[config.mk]
export PLATFORM = sky130hd
export DESIGN_NAME = sertx_top
export DESIGN_NICKNAME = d
export VERILOG_FILES = /design/src/rtl/sertx_pkg.sv /design/src/rtl/sertx_ctrl.sv /design/src/rtl/sertx_dp.sv /design/src/rtl/sertx_top.sv
export SDC_FILE = /design/constraint.sdc
export NUM_CORES = 1
export LEC_CHECK = 0
export BUFFER_PORTS_ARGS = -buffer_cell sky130_fd_sc_hd__clkbuf_2
export CORE_MARGIN = 2
export CORE_UTILIZATION = 45
export DETAILED_ROUTE_END_ITERATION = 10
export SKIP_CTS_REPAIR_TIMING = 1
export SYNTH_ARGS = -nofsm -noshare
export SYNTH_HDL_FRONTEND = slang
export SYNTH_SLANG_ARGS = --single-unit
[constraint.sdc]
create_clock -name clk -period 4 [get_ports clk]
set_input_delay 0.2 -clock clk [delete_from_list [all_inputs] [get_ports clk]]
set_output_delay 0.2 -clock clk [all_outputs]
set_load 0.05 [all_outputs]
[src/rtl/sertx_pkg.sv]
package sertx_pkg;
  // Strobes and state handed from control to datapath each cycle
  typedef struct packed {
    logic loadData;   // move holding register into shifter as a data frame
    logic loadIdle;   // load an all-ones frame
    logic loadBreak;  // load an all-zeros frame
    logic shiftBit;   // advance shifter by one bit
    logic longFrame;  // 9 data bits in the frame being loaded
    logic lineOn;     // shifter is driving the line
  } txStrobes_t;
endpackage

[src/rtl/sertx_ctrl.sv]
module sertx_ctrl
  import sertx_pkg::*;
#(
  parameter int TICKS_PER_BIT = 16,
  parameter int FRAME_MAX     = 11
) (
  input  logic       clk,
  input  logic       rstN,
  input  logic       txEnable,
  input  logic       sendBreak,
  input  logic       nineBit,
  input  logic       dataWrite,
  input  logic       bitTick,
  output txStrobes_t strb,
  output logic       dataEmpty,
  output logic       txDone
);
  localparam int TW = (TICKS_PER_BIT > 1) ? $clog2(TICKS_PER_BIT) : 1;
  localparam int BW = $clog2(FRAME_MAX);
  localparam logic [TW-1:0] TICK_LAST  = TW'(TICKS_PER_BIT - 1);
  localparam logic [BW-1:0] LONG_LAST  = BW'(FRAME_MAX - 1);
  localparam logic [BW-1:0] SHORT_LAST = BW'(FRAME_MAX - 2);

  logic          enPrev, brkPrev;
  logic          idlePend, breakPend, holdFull;
  logic          active;
  logic [TW-1:0] tickCnt;
  logic [BW-1:0] bitCnt, lastIdx;

  logic enRise, brkRise, shiftBit, lastShift, slotFree, canLoad;
  logic loadData, loadIdle, loadBreak, anyLoad;

  always_comb begin
    enRise    = txEnable && !enPrev;
    brkRise   = sendBreak && !brkPrev;
    shiftBit  = active && bitTick && (tickCnt == TICK_LAST);
    lastShift = shiftBit && (bitCnt == lastIdx);
    slotFree  = !active || lastShift;
    canLoad   = txEnable && enPrev && slotFree;
    loadBreak = canLoad && breakPend;
    loadIdle  = canLoad && !breakPend && idlePend;
    loadData  = canLoad && !breakPend && !idlePend && holdFull;
    anyLoad   = loadBreak || loadIdle || loadData;
  end

  always_ff @(posedge clk or negedge rstN) begin
    if (!rstN) begin
      enPrev    <= 1'b0;
      brkPrev   <= 1'b0;
      idlePend  <= 1'b0;
      breakPend <= 1'b0;
      holdFull  <= 1'b0;
    end else begin
      enPrev  <= txEnable;
      brkPrev <= sendBreak;
      if (enRise)        idlePend <= 1'b1;
      else if (loadIdle) idlePend <= 1'b0;
      if (brkRise)        breakPend <= 1'b1;
      else if (loadBreak) breakPend <= sendBreak;
      if (dataWrite)     holdFull <= 1'b1;
      else if (loadData) holdFull <= 1'b0;
    end
  end

  always_ff @(posedge clk or negedge rstN) begin
    if (!rstN) begin
      active  <= 1'b0;
      tickCnt <= '0;
      bitCnt  <= '0;
      lastIdx <= SHORT_LAST;
    end else if (anyLoad) begin
      active  <= 1'b1;
      tickCnt <= '0;
      bitCnt  <= '0;
      lastIdx <= nineBit ? LONG_LAST : SHORT_LAST;
    end else if (active && bitTick) begin
      tickCnt <= (tickCnt == TICK_LAST) ? '0 : tickCnt + 1'b1;
      if (shiftBit) begin
        bitCnt <= bitCnt + 1'b1;
        if (lastShift) active <= 1'b0;
      end
    end
  end

  always_comb begin
    strb.loadData  = loadData;
    strb.loadIdle  = loadIdle;
    strb.loadBreak = loadBreak;
    strb.shiftBit  = shiftBit;
    strb.longFrame = nineBit;
    strb.lineOn    = active;
    dataEmpty      = !holdFull;
    txDone         = !active && !holdFull && !idlePend && !breakPend;
  end


  write_fills_chk: assert property (@(posedge clk) disable iff (!rstN)
    dataWrite |=> !dataEmpty);

  done_empty_chk: assert property (@(posedge clk) disable iff (!rstN)
    txDone |-> dataEmpty);

  one_load_chk: assert property (@(posedge clk) disable iff (!rstN)
    $onehot0({loadData, loadIdle, loadBreak}));

  break_repeat_chk: assert property (@(posedge clk) disable iff (!rstN)
    (loadBreak && sendBreak) |=> !txDone);

  start_needs_req_chk: assert property (@(posedge clk) disable iff (!rstN)
    $rose(active) |-> $past(breakPend || idlePend || holdFull));

  enable_gate_chk: assert property (@(posedge clk) disable iff (!rstN)
    !txEnable |=> !$rose(active));
endmodule

[src/rtl/sertx_dp.sv]
module sertx_dp
  import sertx_pkg::*;
#(
  parameter int DATA_W    = 9,
  parameter int FRAME_MAX = DATA_W + 2
) (
  input  logic              clk,
  input  logic              rstN,
  input  logic              dataWrite,
  input  logic [DATA_W-1:0] dataIn,
  input  txStrobes_t        strb,
  output logic              txLine
);
  logic [DATA_W-1:0]    holdReg;
  logic [FRAME_MAX-1:0] shReg, dataFrame;

  always_ff @(posedge clk or negedge rstN) begin
    if (!rstN)          holdReg <= '0;
    else if (dataWrite) holdReg <= dataIn;
  end

  // start bit at position 0, stop/filler ones above the data
  always_comb begin
    dataFrame    = '1;
    dataFrame[0] = 1'b0;
    for (int i = 0; i < DATA_W; i++)
      if (i < DATA_W - 1 || strb.longFrame) dataFrame[i+1] = holdReg[i];
  end

  always_ff @(posedge clk or negedge rstN) begin
    if (!rstN)               shReg <= '1;
    else if (strb.loadBreak) shReg <= '0;
    else if (strb.loadIdle)  shReg <= '1;
    else if (strb.loadData)  shReg <= dataFrame;
    else if (strb.shiftBit)  shReg <= {1'b1, shReg[FRAME_MAX-1:1]};
  end

  assign txLine = strb.lineOn ? shReg[0] : 1'b1;


  break_low_chk: assert property (@(posedge clk) disable iff (!rstN)
    strb.loadBreak |=> !txLine);

  idle_high_chk: assert property (@(posedge clk) disable iff (!rstN)
    strb.loadIdle |=> txLine);

  start_bit_chk: assert property (@(posedge clk) disable iff (!rstN)
    strb.loadData |=> !txLine);
endmodule

[src/rtl/sertx_top.sv]
module sertx_top
  import sertx_pkg::*;
#(
  parameter int DATA_W        = 9,
  parameter int TICKS_PER_BIT = 16
) (
  input  logic              clk,
  input  logic              rstN,
  input  logic              txEnable,
  input  logic              sendBreak,
  input  logic              nineBit,
  input  logic              dataWrite,
  input  logic [DATA_W-1:0] dataIn,
  input  logic              bitTick,
  output logic              dataEmpty,
  output logic              txDone,
  output logic              txLine
);
  localparam int FRAME_MAX = DATA_W + 2;

  txStrobes_t strb;

  sertx_ctrl #(.TICKS_PER_BIT(TICKS_PER_BIT), .FRAME_MAX(FRAME_MAX)) ctrl (
    .clk(clk), .rstN(rstN), .txEnable(txEnable), .sendBreak(sendBreak),
    .nineBit(nineBit), .dataWrite(dataWrite), .bitTick(bitTick),
    .strb(strb), .dataEmpty(dataEmpty), .txDone(txDone));

  sertx_dp #(.DATA_W(DATA_W), .FRAME_MAX(FRAME_MAX)) dp (
    .clk(clk), .rstN(rstN), .dataWrite(dataWrite), .dataIn(dataIn),
    .strb(strb), .txLine(txLine));
endmodule

==> results of run 1 <==
-- how the worst min path moves through the flow --
stage                   start              to  cells past startpoint
finish                   rstN  ctrl.bitCnt[3]                      1
global route        sendBreak    ctrl.brkPrev                      1
CTS                 sendBreak    ctrl.brkPrev                      1
detailed placement  sendBreak    ctrl.brkPrev                      1
global placement    sendBreak    ctrl.brkPrev                      1
floorplan                rstN     ctrl.active                      0
-- synthesized netlist by cell type, types with 2 or more instances --
cell type / n / area, sq um
and2_1: 2 / 12.51
xnor2_1: 2 / 17.52
nor2_1: 8 / 30.03
xor2_1: 4 / 35.03
buf_6: 2 / 22.52
xnor2_2: 2 / 32.53
nand3_1: 5 / 25.02
a21oi_1: 13 / 65.06
o21ai_0: 5 / 25.02
o21ai_1: 11 / 55.05
nand2_1: 8 / 30.03
buf_2: 2 / 10.01
dfstp_2: 12 / 315.3
dfrtp_1: 24 / 600.6
mux2_2: 9 / 101.4
ha_1: 2 / 25.02
mux2i_1: 9 / 90.09
inv_1: 3 / 11.26
nand4_1: 2 / 12.51
-- logic make-up after synthesis --
kind of cell / count (synthesis) / synth area share (%)
muxes: 19 / 12.06
AOI/OAI and AO/OA: 34 / 12.14
adders and majority gates: 2 / 1.489
xor gates and xnor gates: 8 / 5.063
buffers and inverters: 8 / 2.829
DFF: 36 / 54.50
and+or+nand+nor: 36 / 11.91
-- per-stage QoR --
stage                     cells  utilization, %  cell area, sq um   power, W
after CTS                   212           51.62              1876   0.001025
after global placement      204           49.38              1794  0.0007590
final                       212           51.62              1876   0.001013
after detailed placement    204           49.38              1794  0.0007729
after floorplan             143               -              1680  0.0007118
after global routing        212           51.62              1876   0.001087
-- state kept, by name (all words and copies together), names as in the netlist --
name / flops
ctrl.enPrev: 1
ctrl.bitCnt: 4
dp.holdReg: 9
ctrl.brkPrev: 1
ctrl.active: 1
ctrl.tickCnt: 4
ctrl.idlePend: 1
ctrl.lastIdx: 2
dp.shReg: 11
ctrl.breakPend: 1
ctrl.holdFull: 1
-- area by class of cell --
cell class              count  area [sq um]
multi-input cells          99         716.9
inverters                   3         11.26
fillers                   341          1758
clock inverters             1         5.005
well taps                  48         60.06
clock buffers               7         76.32
flip-flops and latches     36         915.9
repair buffers             18         90.09
-- placed cells by master (no fill, tap or decap), types with 3 or more instances in the layout --
| cell type | synthesis | routed |
|---|---|---|
| dfstp_2 | 12 | 12 |
| o21ai_0 | 5 | 5 |
| clkbuf_2 | 0 | 18 |
| xor2_1 | 4 | 4 |
| dfrtp_1 | 24 | 24 |
| clkbuf_8 | 0 | 5 |
| nor2_1 | 8 | 8 |
| inv_1 | 3 | 3 |
| o21ai_1 | 11 | 11 |
| mux2i_1 | 9 | 9 |
| mux2_2 | 9 | 9 |
| a21oi_1 | 13 | 13 |
| nand3_1 | 5 | 5 |
| nand2_1 | 8 | 8 |
-- worst reg2reg max path, stage by stage, from the launching register on --
cell and delay, ns:
dfrtp_1 0.40, ha_1 0.21, and4_4 0.25, a41oi_4 0.13
or4_1 0.73, mux2i_1 0.30, o21ai_1 0.08
-- per-layer routing --
layer	track usage, %	vias to the layer above	wire (microns)
li1	-	542	-
met1	20.45	548	1373
met5	0	-	0
met2	26.55	19	1462
met4	7.552	0	51
met3	6.336	7	126
-- power breakdown --
| group | internal, W | switching (W) | total [W] |
|---|---|---|---|
| combinational | 0.000106 | 0.000111 | 0.000217 |
| clock | 0.000122 | 0.000125 | 0.000247 |
| sequential | 0.000479 | 0.0000696 | 0.000549 |
==> run metrics, run 1 <==
Crit-path slowest cell=or4_1; RSZ-0062 raised after global routing=false; R2R depth=6; Final Hold Fails=0; PortBufs=18; drt drc=0; Worst-Skew Late Latency=0.29 ns; slew margin rel.=41.91%; Antenna Violating Nets Remaining=0; Vias=1116; R2R Path Start=ctrl.tickCnt[1]; Final Setup Violations=0; vias per inst=between 5 and 6; Yosys reg bits=36; Post-Syn Nets=161; Max stage delay on crit path=between 0.7 and 0.8 ns; Post-Syn Instances=143; clk buf depth=2; FFs w/ async S/R, synth=100.0%; Worst path depth=6; Iter 0 DRT Violations=32; CP Max Fanout=10; grt total ovfl=0; global-route wire length before repair=5299 microns; CP Capture Type=register; H-tree depth=2; hold crit path type=in -> async; Pleak=~0.86 nW; crit path capture=dp.shReg[9]; Setup crit start kind=register; Place WS=1.832 ns; Worst Path Arrival=2.40 ns; post-layout net count=181; placement row count=22; I/O pin total=19; Max Clock Skew=0.007036 ns; Fin Hold WS=0.01715 ns; Layout area overhead=11.62%; total of max-cap violations=0; reg-to-reg endpoint=dp.shReg[9]; die height=65.11 microns; Starting Density=46.25%; final period utilization=54.57%; routed length per instance=14.22 microns; largest net degree at the start of global routing=37; clock slew at reported path FFs=0.07 ns; crit-path cells=ha_1 -> and4_4 -> a41oi_4 -> or4_1 -> mux2i_1 -> o21ai_1; share of layout cells above drive strength 1=31.71%; die width=65.11 microns; Yosys cell types=37; Setup TNS Final=0 ns; Final min period=2.183 ns; antenna violations before repair=0; CTS tree=yes; R2R setup slack=1.82 ns; P per Cell Area=540.4 nW/um^2; final worst slack=approximately 1.8 ns; VDD IR max=0.3488 mV; ANT cells=0; Root Driver=clkbuf_8; Slew Viols, Final=0; Post-synth top flop=dfrtp_1; sequential element share of the synthesized area=54.50%; Avg Cell Area, Syn=11.75 sq um; crit path buf inv count=0; WP data required=4.21 ns; gpl congestion=0.7652; Yosys warnings=0; Sink Count=36; Worst Tran Pin Value=0.8713 ns; Post-synth EDFFs=0; Critical Path Source=ctrl.tickCnt[1]; cell area after synthesis=~1700 sq um; TritonCTS Buffers=5; first drt pass iteration count=4; Max Clk Rate=458.1 MHz; Die ar.=4239 sq um; status=completed; core box area=3633 sq um; Routed WL=3014 microns; CP delay by family, top=simple AND/OR/NAND/NOR gates; crit path kind=reg -> reg; vias in the first global route=approximately 1100; DP HPWL=2109 microns; gr usage total=16.77%
(Power assumes the default switching activity.)
==> inputs of run 2 (changes only) <==
Settings changed: ABC_AREA from default to 1.
Clock period 4 ns to 2.1 ns, I/O delays scaled along.
==> run metrics, run 2 <==
grt total ovfl=0 (unchanged); cell area after synthesis=1762 sq um (was 1680 sq um); commonest non-fill, non-tap cell in the layout=nand2_1 (was dfrtp_1); hold crit path type=in -> async (unchanged); Synth top cells by count=98 x nand2_1, 24 x dfrtp_1, 20 x inv_1 (was 24 x dfrtp_1, 13 x a21oi_1, 12 x dfstp_2); Cell Int Power=0.001394 W (was 0.0007077 W); Starting Density=47.41% (was 46.25%); Post-Syn Nets=237 (was 161); commonest cells after routing, fill and taps aside=98 x nand2_1, 24 x dfrtp_1, 20 x inv_1, 18 x clkbuf_2, 17 x nand3_1 (was 24 x dfrtp_1, 18 x clkbuf_2, 13 x a21oi_1, 12 x dfstp_2, 11 x o21ai_1); Top reg by flops=dp.shReg (unchanged); Layout area overhead=13.07% (was 11.62%); FFs w/ async S/R, synth=100.0% (unchanged); Largest register FFs=11 (unchanged); Yosys cell types=28 (was 37); crit path kind=reg -> reg (unchanged); routed length per instance=11.53 microns (was 14.22 microns); top post-synthesis cells by area=dfrtp_1 34%, nand2_1 21%, dfstp_2 18%, nand3_1 4.8%, inv_1 4.3% (was dfrtp_1 36%, dfstp_2 19%, mux2_2 6.0%, mux2i_1 5.4%, a21oi_1 3.9%); H-tree depth=2 (unchanged); Die ar.=4432 sq um (was 4239 sq um); gr usage total=18.22% (was 16.77%); design area=1992 sq um (was 1876 sq um); cell taking the most area after synthesis=dfrtp_1 (unchanged); Final Hold Fails=24 (was 0); Setup crit start kind=register (unchanged); M1 GR Usage=26.46% (was 20.45%); PortBufs=18 (unchanged); Final min period=1.832 ns (was 2.183 ns); TritonCTS Buffers=5 (unchanged); Iter 0 DRT Violations=85 (was 32); total of max-cap violations=0 (unchanged); RSZ-0062 raised after global routing=false (unchanged); antenna violations before repair=0 (unchanged); vias per inst=4.856 (was 5.264); final period utilization=87.23% (was 54.57%); Yosys top cell area share=34.09% (was 35.74%); CP delay by family, top=simple AND/OR/NAND/NOR gates (unchanged); CP Max Fanout=11 (was 10); Post-synth top flop=dfrtp_1 (unchanged); die height=66.57 microns (was 65.11 microns); Worst Tran Pin Value=0.8823 ns (was 0.8713 ns); Worst-Skew Late Latency=0.29 ns (about the same); share of layout cells above drive strength 1=20.58% (was 31.71%); CP dominant cell by count=nand2_1; DP HPWL=2365 microns (was 2109 microns); Setup TNS Final=0 ns (unchanged); status=finished with violations (was completed); FF/Latch Area=915.9 sq um (unchanged); Crit-path slowest cell=dfrtp_1 (was or4_1); Root Driver=clkbuf_8 (unchanged); Vias=1413 (was 1116); crit-path cells=ha_1 -> nand3_1 -> nor2_4 -> nand3_2 -> nand2_1 -> nand2_1 -> nor2_1 -> nand2_1 -> nand3_1 -> nand2_1 -> nand2_1 (was ha_1 -> and4_4 -> a41oi_4 -> or4_1 -> mux2i_1 -> o21ai_1); crit path buf inv count=0 (unchanged); Max Clock Skew=0.007373 ns (was 0.007036 ns); P per Cell Area=1030 nW/um^2 (was 540.4 nW/um^2); Clk pwr share=22.9% (was 24.4%); Worst Path Arrival=2.07 ns (was 2.40 ns); failing checks=hold timing; CTS tree=yes (unchanged); Flop pwr share=52.4% (was 54.2%); placement row count=22 (unchanged); Pleak=1.085 nW (was 0.8555 nW); footprint of the multi-input gates=713.2 sq um (was 716.9 sq um); Post-Syn Instances=219 (was 143); Post-synth EDFFs=0 (unchanged); slew margin rel.=41.18% (was 41.91%); Net Switching=0.0006572 W (was 0.0003058 W); post-layout net count=260 (was 181); core box area=3716 sq um (was 3633 sq um); Max stage delay on crit path=0.38 ns (was 0.73 ns); global-route wire length before repair=6037 microns (was 5299 microns); gpl congestion=0.8222 (was 0.7652); Max Clk Rate=545.9 MHz (was 458.1 MHz); Avg Cell Area, Syn=8.044 sq um (was 11.75 sq um); post-layout utilization of the core=53.60% (was 51.62%); Antenna Violating Nets Remaining=0 (unchanged); VDD IR max=0.6009 mV (was 0.3488 mV); drt drc=0 (unchanged); clk buf depth=2 (unchanged); global-route track usage on met2=25.62% (was 26.55%); Yosys warnings=0 (unchanged); Routed WL=3355 microns (was 3014 microns); Yosys reg bits=36 (unchanged); clock slew at reported path FFs=0.07 ns (about the same); Fin Hold WS=-0.07079 ns (was 0.01715 ns); busiest layer in global routing=met1 (was met2); WP data required=2.33 ns (was 4.21 ns); Final Setup Violations=0 (unchanged); sequential element share of the synthesized area=51.99% (was 54.50%); first drt pass iteration count=4 (unchanged); Layout fillers=402 (was 341); Comb power frac=24.7% (was 21.4%); Sw Ratio=32.05% (was 30.18%); met3 usage=4.054% (was 6.336%); I/O pin total=19 (unchanged); largest net degree at the start of global routing=37 (unchanged); ANT cells=0 (unchanged); Sink Count=36 (unchanged); biggest regs=dp.shReg x11, dp.holdReg x9 (unchanged); die width=66.57 microns (was 65.11 microns); Slew Viols, Final=0 (unchanged); vias in the first global route=1331 (was 1141); most common cell in the synthesized netlist=nand2_1 (was dfrtp_1); DP Area=1891 sq um (was 1794 sq um); CP Capture Type=register (unchanged)
run 2: cell type report:
cell class / count / share of cell area (%)
Tap cell: 48 / 3.015
Timing Repair Buffer: 23 / 6.658
Clock inverter: 1 / 0.2513
Sequential cell: 36 / 45.98
Clock buffer: 7 / 3.832
Multi-Input combinational cell: 153 / 35.80
Inverter: 23 / 4.460
run 2: cells by family after synthesis:
| logic type | Yosys count | share of synthesized area, % |
|---|---|---|
| simple gates | 141 | 35.09 |
| flops | 36 | 51.99 |
| buf+inv | 30 | 7.528 |
| compound gates | 8 | 2.983 |
| xor+xnor | 2 | 0.9945 |
| fa+ha+maj | 2 | 1.420 |
run 2: final timing paths:
| path | slack (ns) | start | cells after the start | endpoint |
|---|---|---|---|---|
| hold / removal | -0.07 | rstN | 1 | ctrl.brkPrev |
| setup reg to reg | 0.27 | ctrl.tickCnt[0] | 11 | dp.shReg[9] |
| max in group asynchronous | 1.62 | rstN | 1 | dp.holdReg[6] |
| setup / recovery | 0.27 | ctrl.tickCnt[0] | 11 | dp.shReg[9] |
| hold reg to reg | 0.46 | ctrl.enPrev | 1 | ctrl.idlePend |
| min in group clk | 0.01 | dataIn[1] | 3 | dp.holdReg[1] |
run 2: per-layer routing:
metal  vias up  routed length (microns)
li1        733                        -
met1       637                     1734
met2        36                     1406
met3         7                      163
met4         0                       51
met5         -                        0
run 2: through the flow:
step	setup slack, ns	std cells	hold slack [ns]	total power [W]
floorplan	0.4374	219	-0.1906	0.001471
global placement	0.3118	281	0.2278	0.001590
detailed placement	0.2562	281	0.2276	0.001595
CTS	0.2650	289	-0.07523	0.002076
global route	0.04951	291	0.02312	0.002225
finish	0.2681	291	-0.07079	0.002051
run 2: power by group through the flow:
stage	combinational (W)	sequential, W	clock, W
floorplan	0.000422	0.00105	0
global placement	0.000505	0.00109	0
detailed placement	0.000509	0.00109	0
CTS	0.000514	0.00108	0.000487
global route	0.000603	0.00110	0.000517
finish	0.000507	0.00108	0.000469
==> inputs of run 3 (changes only) <==
Settings changed: CORE_UTILIZATION 45 to 57, PLACE_DENSITY from default to 0.78, SKIP_CTS_REPAIR_TIMING 1 to default.
==> run metrics, run 3 (synthesis gave the netlist of run 2 again) <==
DP HPWL=2153 microns (was 2365 microns); TritonCTS Buffers=5 (unchanged); Sw Ratio=32.70% (was 32.05%); gr usage total=21.55% (was 18.22%); Flop pwr share=54.4% (was 52.4%); Final min period=1.876 ns (was 1.832 ns); Layout fillers=251 (was 402); Iter 0 DRT Violations=41 (was 85); slew margin rel.=43.55% (was 41.18%); footprint of the multi-input gates=713.2 sq um (unchanged); Routed WL=3338 microns (was 3355 microns); Max Clk Rate=533.1 MHz (was 545.9 MHz); I/O pin total=19 (unchanged); CTS tree=yes (unchanged); Net Switching=0.0006503 W (was 0.0006572 W); Slew Viols, Final=0 (unchanged); Cell Int Power=0.001338 W (was 0.001394 W); ANT cells=0 (unchanged); Antenna Violating Nets Remaining=0 (unchanged); Root Driver=clkbuf_4 (was clkbuf_8); Worst-Skew Late Latency=0.34 ns (was 0.29 ns); share of layout cells above drive strength 1=19.76% (was 20.58%); post-layout utilization of the core=68.29% (was 53.60%); vias in the first global route=1333 (was 1331); Setup crit start kind=register (unchanged); gpl congestion=0.8006 (was 0.8222); Comb power frac=26.3% (was 24.7%); drt drc=0 (unchanged); Largest register FFs=11 (unchanged); antenna violations before repair=0 (unchanged); placement row count=20 (was 22); vias per inst=5.070 (was 4.856); final period utilization=89.32% (was 87.23%); Final Hold Fails=0 (was 24); Max Clock Skew=0.01143 ns (was 0.007373 ns); commonest cells after routing, fill and taps aside=98 x nand2_1, 24 x dfrtp_1, 20 x inv_1, 18 x clkbuf_2, 17 x nand3_1 (unchanged); RSZ-0062 raised after global routing=false (unchanged); Sink Count=36 (unchanged); Top reg by flops=dp.shReg (unchanged); Worst Path Arrival=2.15 ns (was 2.07 ns); hold crit path type=in -> reg (was in -> async); PortBufs=18 (unchanged); post-layout net count=270 (was 260); P per Cell Area=969.7 nW/um^2 (was 1030 nW/um^2); WP data required=2.38 ns (was 2.33 ns); global-route wire length before repair=5706 microns (was 6037 microns); FF/Latch Area=915.9 sq um (unchanged); Clk pwr share=19.3% (was 22.9%); die height=59.60 microns (was 66.57 microns); Die ar.=3552 sq um (was 4432 sq um); clock slew at reported path FFs=0.10 ns (was 0.07 ns); core box area=3003 sq um (was 3716 sq um); VDD IR max=0.5278 mV (was 0.6009 mV); Pleak=1.117 nW (was 1.085 nW); Layout area overhead=16.41% (was 13.07%); crit path kind=reg -> reg (unchanged); CP Capture Type=register (unchanged); total of max-cap violations=0 (unchanged); commonest non-fill, non-tap cell in the layout=nand2_1 (unchanged); Post-CTS Resized=0; routed length per instance=11.67 microns (was 11.53 microns); Worst Tran Pin Value=0.8468 ns (was 0.8823 ns); first drt pass iteration count=5 (was 4); largest net degree at the start of global routing=37 (unchanged); Setup TNS Final=0 ns (unchanged); grt total ovfl=0 (unchanged); biggest regs=dp.shReg x11, dp.holdReg x9 (unchanged); Final Setup Violations=0 (unchanged); CP Max Fanout=11 (unchanged); die width=59.60 microns (was 66.57 microns); Starting Density=58.67% (was 47.41%); clk buf depth=2 (unchanged); Vias=1450 (was 1413); status=completed (was finished with violations); H-tree depth=2 (unchanged)
[run 3: final cells by class]
cell class              instances  share of cell area (%)
multi-input cells             153                   34.78
inverters                      23                   4.332
well taps                      33                   2.013
clock buffers                   8                   2.868
flip-flops and latches         36                   44.66
repair buffers                 33                   11.35
[run 3: power groups by stage]
stage	clock network (W)	registers (W)	logic (W)
floorplan	0	0.00105	0.000422
global placement	0	0.00109	0.000487
detailed placement	0	0.00108	0.000509
CTS	0.000391	0.00108	0.000525
global route	0.000425	0.00110	0.000611
finish	0.000384	0.00108	0.000523
[run 3: critical path, cell delays in order, from the launching register on]
cell     delay, ns
dfrtp_1       0.40
ha_1          0.21
nand3_1       0.13
nor2_4        0.18
nand3_2       0.11
nand2_1       0.10
nand2_1       0.09
nor2_1        0.09
nand2_1       0.24
nand3_1       0.18
nand2_1       0.06
nand2_1       0.05
[run 3: path summary, 6_finish.rpt]
check                                  end  cells past startpoint             from  slack [ns]
setup / recovery               dp.shReg[4]                     11  ctrl.tickCnt[0]        0.22
hold / removal             ctrl.lastIdx[1]                      3          nineBit        0.02
setup reg to reg               dp.shReg[4]                     11  ctrl.tickCnt[0]        0.22
hold reg to reg              ctrl.idlePend                      1      ctrl.enPrev        0.46
max in group asynchronous    dp.holdReg[1]                      2             rstN        1.18
min in group asynchronous  ctrl.tickCnt[3]                      2             rstN        0.40
[run 3: repair_timing]
action / 4_1_cts / 5_1_grt
buffers inserted: 0 / 1
hold buffers: 12 / 0
setup endpoints to repair: 0 / 5
endpoints found under the hold margin: 35 / 0
[run 3: metrics by stage]
stage               setup slack (ns)  hold WS (ns)  instance area (sq um)  total power, W  instances
floorplan                     0.4374       -0.1906                   1762        0.001471        219
global placement              0.2509        0.2308                   1864        0.001573        265
detailed placement            0.1381        0.2331                   1864        0.001592        265
CTS                           0.1310       0.01119                   2043        0.001994        285
global route                0.009208       0.03805                   2051        0.002139        286
finish                        0.2243       0.01821                   2051        0.001989        286
[run 3: metal layers]
layer	GRT usage [%]	vias up	wire, microns
met3	6.114	6	110
li1	-	757	-
met4	7.619	0	57
met2	34.22	26	1584
met5	0	-	0
met1	28.31	661	1586
